$ cat src/rtl/regbank_pkg.sv
package regbank_pkg;
  localparam int LOG_REGS  = 16;
  localparam int LIDX_W    = $clog2(LOG_REGS);
  localparam int FIQ_FIRST = 8;
  localparam int FIQ_CNT   = 7;
  localparam int PAIR_CNT  = 2;
  localparam int PAIR_MODES = 4;
  localparam int PHYS_REGS = LOG_REGS + FIQ_CNT + PAIR_MODES * PAIR_CNT;
  localparam int PIDX_W    = $clog2(PHYS_REGS);

  typedef enum logic [4:0] {
    M_FIQ = 5'h11,
    M_IRQ = 5'h12,
    M_SVC = 5'h13,
    M_ABT = 5'h17,
    M_UND = 5'h1B
  } bank_mode_e;

  function automatic logic [PIDX_W-1:0] phys_slot(input logic [4:0] mode,
                                                  input logic [LIDX_W-1:0] lidx);
    logic [PIDX_W-1:0] slot;
    int pair_base;
    slot = PIDX_W'(lidx);
    pair_base = -1;
    case (mode)
      M_FIQ: begin
        if (int'(lidx) >= FIQ_FIRST && int'(lidx) < FIQ_FIRST + FIQ_CNT)
          slot = PIDX_W'(LOG_REGS + int'(lidx) - FIQ_FIRST);
      end
      M_IRQ: pair_base = LOG_REGS + FIQ_CNT;
      M_SVC: pair_base = LOG_REGS + FIQ_CNT + PAIR_CNT;
      M_ABT: pair_base = LOG_REGS + FIQ_CNT + 2 * PAIR_CNT;
      M_UND: pair_base = LOG_REGS + FIQ_CNT + 3 * PAIR_CNT;
      default: ;
    endcase
    if (pair_base >= 0 && int'(lidx) >= 13 && int'(lidx) < 13 + PAIR_CNT)
      slot = PIDX_W'(pair_base + int'(lidx) - 13);
    return slot;
  endfunction
endpackage

$ cat src/rtl/bank_map.sv
module bank_map
  import regbank_pkg::*;
(
  input  logic [4:0]        mode,
  input  logic [LIDX_W-1:0] lidx,
  output logic [PIDX_W-1:0] pidx
);
  always_comb pidx = phys_slot(mode, lidx);
endmodule

$ cat src/rtl/reg_array.sv
module reg_array #(
  parameter int DATA_W = 32,
  parameter int DEPTH  = 31,
  localparam int AW    = $clog2(DEPTH)
) (
  input  logic              clk,
  input  logic              rst_n,
  input  logic              we,
  input  logic [AW-1:0]     waddr,
  input  logic [DATA_W-1:0] wdata,
  input  logic [AW-1:0]     raddr_a,
  input  logic [AW-1:0]     raddr_b,
  output logic [DATA_W-1:0] rdata_a,
  output logic [DATA_W-1:0] rdata_b
);
  logic [DATA_W-1:0] cells [DEPTH];

  for (genvar i = 0; i < DEPTH; i++) begin : g_cell
    always_ff @(posedge clk or negedge rst_n) begin
      if (!rst_n)
        cells[i] <= '0;
      else if (we && waddr == AW'(i))
        cells[i] <= wdata;
    end
  end

  always_comb begin
    rdata_a = (int'(raddr_a) < DEPTH) ? cells[raddr_a] : '0;
    rdata_b = (int'(raddr_b) < DEPTH) ? cells[raddr_b] : '0;
  end
endmodule

$ cat src/rtl/psr_unit.sv
module psr_unit #(
  parameter int DATA_W = 32,
  parameter logic [7:0] CTRL_MASK = 8'hDF,
  parameter logic [4:0] RESET_MODE = 5'h13,
  localparam int NFLD = DATA_W / 8
) (
  input  logic              clk,
  input  logic              rst_n,
  input  logic              wr_en,
  input  logic              sel_saved,
  input  logic [NFLD-1:0]   fld,
  input  logic [DATA_W-1:0] wdata,
  output logic [DATA_W-1:0] cpsr,
  output logic [DATA_W-1:0] spsr
);
  logic [DATA_W-1:0] mask;
  logic [DATA_W-1:0] target;

  for (genvar k = 0; k < NFLD; k++) begin : g_lane
    if (k == 0) begin : g_ctrl
      assign mask[7:0] = fld[0] ? CTRL_MASK : 8'h00;
    end else begin : g_plain
      assign mask[8*k +: 8] = fld[k] ? 8'hFF : 8'h00;
    end
  end

  always_comb begin
    target = sel_saved ? spsr : cpsr;
    target = (target & ~mask) | (wdata & mask);
  end

  always_ff @(posedge clk or negedge rst_n) begin
    if (!rst_n) begin
      cpsr <= DATA_W'(RESET_MODE);
      spsr <= '0;
    end else if (wr_en) begin
      if (sel_saved) spsr <= target;
      else           cpsr <= target;
    end
  end
endmodule

$ cat src/rtl/banked_regfile.sv
module banked_regfile
  import regbank_pkg::*;
#(
  parameter int DATA_W = 32
) (
  input  logic              clk,
  input  logic              rst_n,
  input  logic [3:0]        rd_a_idx,
  output logic [DATA_W-1:0] rd_a_data,
  input  logic [3:0]        rd_b_idx,
  output logic [DATA_W-1:0] rd_b_data,
  input  logic              wr_en,
  input  logic [3:0]        wr_idx,
  input  logic [DATA_W-1:0] wr_data,
  input  logic              psr_wr_en,
  input  logic              psr_sel_saved,
  input  logic [3:0]        psr_fld,
  input  logic [DATA_W-1:0] psr_wr_data,
  output logic [DATA_W-1:0] cpsr_out,
  output logic [DATA_W-1:0] spsr_out
);
  logic [4:0]        cur_mode;
  logic [PIDX_W-1:0] pa, pb, pw;

  assign cur_mode = cpsr_out[4:0];

  bank_map u_map_a (.mode(cur_mode), .lidx(rd_a_idx), .pidx(pa));
  bank_map u_map_b (.mode(cur_mode), .lidx(rd_b_idx), .pidx(pb));
  bank_map u_map_w (.mode(cur_mode), .lidx(wr_idx),   .pidx(pw));

  reg_array #(.DATA_W(DATA_W), .DEPTH(PHYS_REGS)) u_arr (
    .clk(clk), .rst_n(rst_n),
    .we(wr_en), .waddr(pw), .wdata(wr_data),
    .raddr_a(pa), .raddr_b(pb),
    .rdata_a(rd_a_data), .rdata_b(rd_b_data)
  );

  psr_unit #(.DATA_W(DATA_W), .RESET_MODE(5'h13)) u_psr (
    .clk(clk), .rst_n(rst_n),
    .wr_en(psr_wr_en), .sel_saved(psr_sel_saved),
    .fld(psr_fld), .wdata(psr_wr_data),
    .cpsr(cpsr_out), .spsr(spsr_out)
  );
endmodule

$ cat config.mk
export PLATFORM = sky130hd
export DESIGN_NAME = banked_regfile
export DESIGN_NICKNAME = d
export VERILOG_FILES = /design/src/rtl/regbank_pkg.sv /design/src/rtl/bank_map.sv /design/src/rtl/reg_array.sv /design/src/rtl/psr_unit.sv /design/src/rtl/banked_regfile.sv
export SDC_FILE = /design/constraint.sdc
export NUM_CORES = 2
export LEC_CHECK = 0
export ABC_AREA = 1
export BUFFER_PORTS_ARGS = -buffer_cell sky130_fd_sc_hd__buf_2
export CORE_MARGIN = 5
export CORE_UTILIZATION = 49
export DETAILED_ROUTE_END_ITERATION = 10
export PLACE_DENSITY = 0.67
export SLEW_MARGIN = 20
export SYNTH_ARGS = -nofsm -noshare
export SYNTH_HDL_FRONTEND = slang
export SYNTH_SLANG_ARGS = --single-unit
export TNS_END_PERCENT = 5
$ cat constraint.sdc
create_clock -name clk -period 4.9 [get_ports clk]
set_clock_uncertainty 0.05 [all_clocks]
set_input_delay 0.49 -clock clk [delete_from_list [all_inputs] [get_ports clk]]
set_output_delay 0.49 -clock clk [all_outputs]
set_load 0.03 [all_outputs]
Word-level counts from Yosys, hierarchy flattened
Index checks and enable logic that the tools add are counted.

storage, ports and cells
  bits in registers = 1056
  output and inout bits = 128
  logic and storage cells = 167

operators by class
  $add $sub $neg = 12
  order comparisons = 14
  eq/ne operators = 35
  muxes and demuxes = 23
  bitwise operators = 7
  reductions and logical operators = 43

operators by type and width
  operator                                                             number
  binary-select mux 32 bit (select 5 bit)                              2
  2-to-1 mux 32 bit                                                    7
  case mux 32 bit (4 select lines)                                     1
  equality test 5 bit (second input constant)                          20
  AND 32 bit                                                           2
  2-to-1 mux 5 bit                                                     9
  equality test 5 x 4 -> 1 bit (second input constant)                 8
  logical AND 1 bit                                                    40
  greater-or-equal comparator 32 x 1 -> 1 bit (second input constant)  1
  2-to-1 mux 8 bit                                                     4
  NOT 32 bit                                                           1
  bitwise OR 32 bit                                                    1
  subtractor 5 bit (second input constant)                             6
  greater-or-equal comparator 4 bit (second input constant)            6
  equality test 5 x 3 -> 1 bit (second input constant)                 4
  adder 5 x 4 -> 5 bit (first input constant)                          3
  adder 5 bit                                                          3
  greater-or-equal comparator 6 bit (second input constant)            2
  < comparator 4 bit (second input constant)                           3
  NOT 5 -> 6 bit                                                       2
  equality test 5 x 2 -> 1 bit (second input constant)                 2
  < comparator 5 bit (second input constant)                           2
  equality test 5 x 1 -> 1 bit (second input constant)                 1
  zero test 5 bit                                                      1
  2 further kinds                                                      3

Logic depth before layout (Yosys ltp)
  depth in word-level cells = 11
  depth in mapped cells = 21
  depth with buffers taken out = 20

Modules after synthesis
From an unflattened synthesis, not the netlist that was laid out.

second synthesis, totals
  cell total of the unflattened synthesis = 9157
  area total of the unflattened synthesis = 60918.4 um2

modules (own cells, without submodules)
  module     instances  cells an instance  area each (um2)  sequential area each (um2)
  reg_array  1          8593               56802.0          24823.8
  psr_unit   1          408                3178.0           1605.3
  bank_map   3          52                 312.8            0.0

Worst setup path before layout
Ideal clock, no wire load.

  path type = reg-to-output
  from = register u_psr.cpsr[1]
  to = output port rd_b_data[28]
  data arrival time = 3462 ps
  data required time = 4360 ps
  path slack = 898 ps
  cell stages (with the launch flop) = 20
  cell sequence = dfstp_2 > nand2_1 > nor2_1 > nand2_1 > nand3_2 > and3_1 > ha_1 > inv_1 > ha_1 > inv_1 > fa_1 > xnor2_1 > inv_1 > nor2_1 > nor2_1 > nor2_1 > buf_2 > nand3_1 > nand3_1 > nor2_1

on the way
  longest elaborated chain between the ends = 11
  elaborated cells between the ends (all ways) = 19
  those cells by class = 2 x add/sub; 2 x order compare; 5 x eq/ne; 7 x mux; 1 x bitwise; 2 x reduce/logical

RTL lines
  element                                                RTL line              text
  from (decl)                                            psr_unit.sv:13        output logic [DATA_W-1:0] cpsr,
  from (signal assigned)                                 psr_unit.sv:34        cpsr <= DATA_W'(RESET_MODE);
  from (signal assigned)                                 psr_unit.sv:38        else cpsr <= target;
  equality test 5 bit                                    regbank_pkg.sv:25     case (mode)
  case mux 32 bit (4 select lines)                       regbank_pkg.sv:25
  greater-or-equal comparator 32 x 1 -> 1 bit            regbank_pkg.sv:36     if (pair_base >= 0 && int'(lidx) >= 13 && int'(lidx) < 13 + PAIR_CNT)
  logical AND 1 bit (2 in series)                        regbank_pkg.sv:36
  2-to-1 mux 5 bit (*)                                   regbank_pkg.sv:36
  NOT 5 -> 6 bit (not written as such)                   reg_array.sv:29       rdata_b = (int'(raddr_b) < DEPTH) ? cells[raddr_b] : '0;
  binary-select mux 32 bit (select 5 bit)                reg_array.sv:29
  2-to-1 mux 32 bit (not written as such) (2 in series)  reg_array.sv:29
  2-to-1 mux 32 bit (*)                                  reg_array.sv:29
  to (decl)                                              banked_regfile.sv:11  output logic [DATA_W-1:0] rd_b_data,

Every way passes the cells marked *; elsewhere a longest branch is shown, timed or not. The select of a mux whose other input is x is not followed.

Worst setup path after layout
  from = register u_psr.cpsr[4]
  to = output port rd_a_data[6]

on the way
  longest elaborated chain between the ends = 11
  elaborated cells between the ends (all ways) = 19
  those cells by class = 2 x add/sub; 2 x order compare; 5 x eq/ne; 7 x mux; 1 x bitwise; 2 x reduce/logical

RTL lines
  element                                                RTL line             text
  equality test 5 bit                                    regbank_pkg.sv:25
  case mux 32 bit (4 select lines)                       regbank_pkg.sv:25
  greater-or-equal comparator 32 x 1 -> 1 bit            regbank_pkg.sv:36
  logical AND 1 bit (2 in series)                        regbank_pkg.sv:36
  2-to-1 mux 5 bit (*)                                   regbank_pkg.sv:36
  NOT 5 -> 6 bit (not written as such)                   reg_array.sv:28      rdata_a = (int'(raddr_a) < DEPTH) ? cells[raddr_a] : '0;
  binary-select mux 32 bit (select 5 bit)                reg_array.sv:28
  2-to-1 mux 32 bit (not written as such) (2 in series)  reg_array.sv:28
  2-to-1 mux 32 bit (*)                                  reg_array.sv:28
  to (decl)                                              banked_regfile.sv:9  output logic [DATA_W-1:0] rd_a_data,

Marks and branches as above.

==> results.md <==
- Outcome: completed
- Area Growth Syn to Fin: 12.8%
- Synth Instances: just under 9,000
- Clock Tree Root: clkbuf_16
- RSZ-0062 raised after global routing: true
- Die ar.: between 0.1 and 0.15 sq mm
- Most used cell, CP: nand2_1
- Die Y: approximately 360 um
- Worst Hold Class: in2reg
- Clock Tree Buf Depth: 3
- Yosys cell types: 37
- Final Wtd Congestion: between 0.8 and 0.9
- Commonest non-fill, non-tap cell in the layout: nand2_1
- Die X: approximately 360 um
- Commonest cells after routing, fill and taps aside: 2,370 x nand2_1, 1,148 x o21ai_0, 1,053 x dfrtp_1, 1,047 x nand3_1, 863 x nor2_1
- Antenna viol nets, final: 0
- Routed wire length: between 200,000 and 250,000 um
- CTS Buf Count: ~120
- Vias in the first global route: 56,402
- Total routing usage reported by global routing: 33.7%
- MaxCap Viol Count: 0
- Post-route clock period utilization: roughly 99%
- Mapped cell area: 0.0607 sq mm
- Critical Path Sink Type: primary output
- WL/cell: between 20 and 25 um
- CTS tree: done
- Synthesized Nets: ~9,000
- Worst VDD drop: 0.335 mV
- # IOs: 213
- Final Setup Violations: 0
- Largest net degree at the start of global routing: ~230
- Cell Area, Placed: 0.0631 sq mm
- Crit start category: register
- IO buf count: 211
- Worst-path cell chain: buf_4 > nand3_2 > nand3_4 > and3_4 > ha_1 > inv_1 > ha_1 > inv_1 > fa_2 > nand2_1 > nand2_4 > nor2_4 > buf_6 > buf_12 > buf_6 > nand2_1 > nand2_1 > nor2_2 > buf_2
- Power density over cell area: around 390 mW/mm^2
- Clock sinks: 1,056
- FMAX: roughly 0.21 GHz
- Least-Margin Pin Slew: between 1000 and 1500 ps
- Final Total Pwr: ~0.027 W
- Syn_area_per_cell: 6.80 sq um
- Vias per cell: just under 6
- Critical Path AT: ~4300 ps
- CP Max Fanout: 6
- Vias: between 60,000 and 70,000
- Max stage delay on crit path: approximately 570 ps
- Asr flop ratio synth: between 90% and 100%
- Synth Register Bits: about 1,100
- Sequential area share after synthesis: between 40% and 50%
- Antenna violations before repair: 3
- Clock slew at reported path FFs: around 60 ps
- Core Region: approximately 0.12 sq mm
- Post-Synth XOR/XNOR Area: 0.0433%
- Max-slew violation count: 0
- Filler cells: between 10,000 and 15,000
- Lkg Pwr: 32.5 nW
- Synth warnings: 0
- 1st-iter DRT viols: just over 8,000
- H-tree Lvls: 3
- Slowest-stage cell, CP: dfstp_2
- # DRC: 0
- Synth Area in Simple Gates: roughly 30%
- Initial Util: about half
- Final Instance Area: 0.0685 sq mm
- Mux contribution to synthesized area: less than 1%
- First drt pass iteration count: 6
- Post-synth EDFFs: 0
- Req. time, crit path: 4360 ps
- Rows: approximately 130
- Main synth FF type: dfrtp_1
- Layout Nets: 8,809
- Post-Synth Adder-Cell Area: 0.346%
- Synth Area in Compound Gates: between 15 and 20%
- DPL Wire Length: between 100,000 and 150,000 um
- Global-route wire length before repair: 344,000 um
- Clk_lat worst skew: ~770 ps
- Count of final hold-check violations: 0
- Final Critical Period: a little under 5000 ps
- Max-slew headroom: 21.7%
- GRT overflow: 0
- Setup CP Type: reg2out
- Largest family of logic cells by synthesized area: simple AND/OR/NAND/NOR gates
- Layout cells sized above 1: between 8 and 9%
-- report_power, final --
part           total [W]  internal [W]  switching (W)
clock            0.00943       0.00550        0.00393
sequential        0.0111        0.0101       0.000942
combinational    0.00606       0.00208        0.00398
-- path summary, 6_finish.rpt --
| path | start | endpoint | slack, ps | depth (start not counted) |
|---|---|---|---|---|
| worst max-delay path | u_psr.cpsr[4] | rd_a_data[6] | 30 | 19 |
| worst min-delay path | psr_wr_data[31] | u_psr.cpsr[31] | 30 | 3 |
| worst max register to register | u_psr.cpsr[4] | u_arr.cells[840] | 430 | 18 |
| worst min register to register | u_psr.cpsr[5] | u_psr.cpsr[5] | 330 | 0 |
| max in group asynchronous | rst_n | u_arr.cells[571] | 3050 | 3 |
| min in group asynchronous | rst_n | u_arr.cells[167] | 290 | 2 |
-- routing by layer --
layer / track usage (%) / vias up / share of wire (%)
met1: 45.0 / 28696 / 39
met4: 18.7 / 0 / 6.1
met5: 0 / - / 0
met2: 51.8 / 3491 / 43
li1: - / 28406 / -
met3: 6.70 / 712 / 11
-- layout make-up --
type / instances / area (sq um) / area share, %
Inverter: 626 / 2380 / 3.47
Multi-Input combinational cell: 6491 / 29400 / 42.9
Tap cell: 1637 / 2050 / 2.99
Clock inverter: 37 / 522 / 0.762
Sequential cell: 1056 / 26400 / 38.6
Antenna cell: 4 / 10.0 / 0.0146
Clock buffer: 178 / 3610 / 5.27
Timing Repair Buffer: 417 / 4130 / 6.02
-- cell families (layout without fill, tap and decap cells) --
kind of cell,after synthesis,after routing
simple gates,4409,4410
other cells,0,4
buf+inv,1382,1258
xor+xnor,3,3
fa+ha+maj,15,15
mux,10,10
compound gates,2053,2053
flops,1056,1056
-- sequential cells by signal, summed over array words and instances (netlist names) --
name	count
u_psr.cpsr	32
u_psr.spsr	32
u_arr.cells	992
-- worst max-delay path, delay by kind of cell (launching register included) --
| family | cells | cell delay [ps] |
|---|---|---|
| simple gates | 9 | 1190 |
| fa+ha+maj | 3 | 890 |
| buf+inv | 7 | 920 |
| flops | 1 | 570 |
-- synth_stat cells, types with 8 or more instances --
cell type  count  area (sq um)
nand2_4       12           135
nor2_4         8          90.1
dfrtp_1     1053         26400
nand2_1     2397          9000
o21ai_1      203          1020
buf_1         69           259
o21ai_0     1151          5760
nand2_2       24           150
a21oi_1      696          3480
buf_2        167           836
nand3_1     1055          5280
clkbuf_1     513          1930
ha_1          12           150
inv_1        619          2320
mux2i_1       10           100
nor2_1       891          3340
-- stage by stage --
| stage | hold slack, ps | std cells | TNS, ps | setup WS [ps] | util (%) |
|---|---|---|---|---|---|
| after floorplan | 144 | 8928 | 0 | 898 | - |
| after global placement | 311 | 10168 | 0 | 330 | 51.1 |
| after detailed placement | 315 | 10168 | 0 | 272 | 51.1 |
| after CTS | 0.0357 | 10430 | -2.09 | -1.83 | 55.1 |
| after global routing | 51.0 | 10442 | -798 | -60.1 | 55.5 |
| final | 32.3 | 10446 | 0 | 29.3 | 55.5 |
-- repair_timing --
action                                  4_1_cts  5_1_grt
setup buffers                                12        4
gates cloned                                  4        8
hold buffers                                 31        0
endpoints found under the setup margin       64       64
pin swaps                                     7       19
hold endpoints to repair                    108        0
gates resized for setup                      61       98
(Power assumes the default switching activity.)
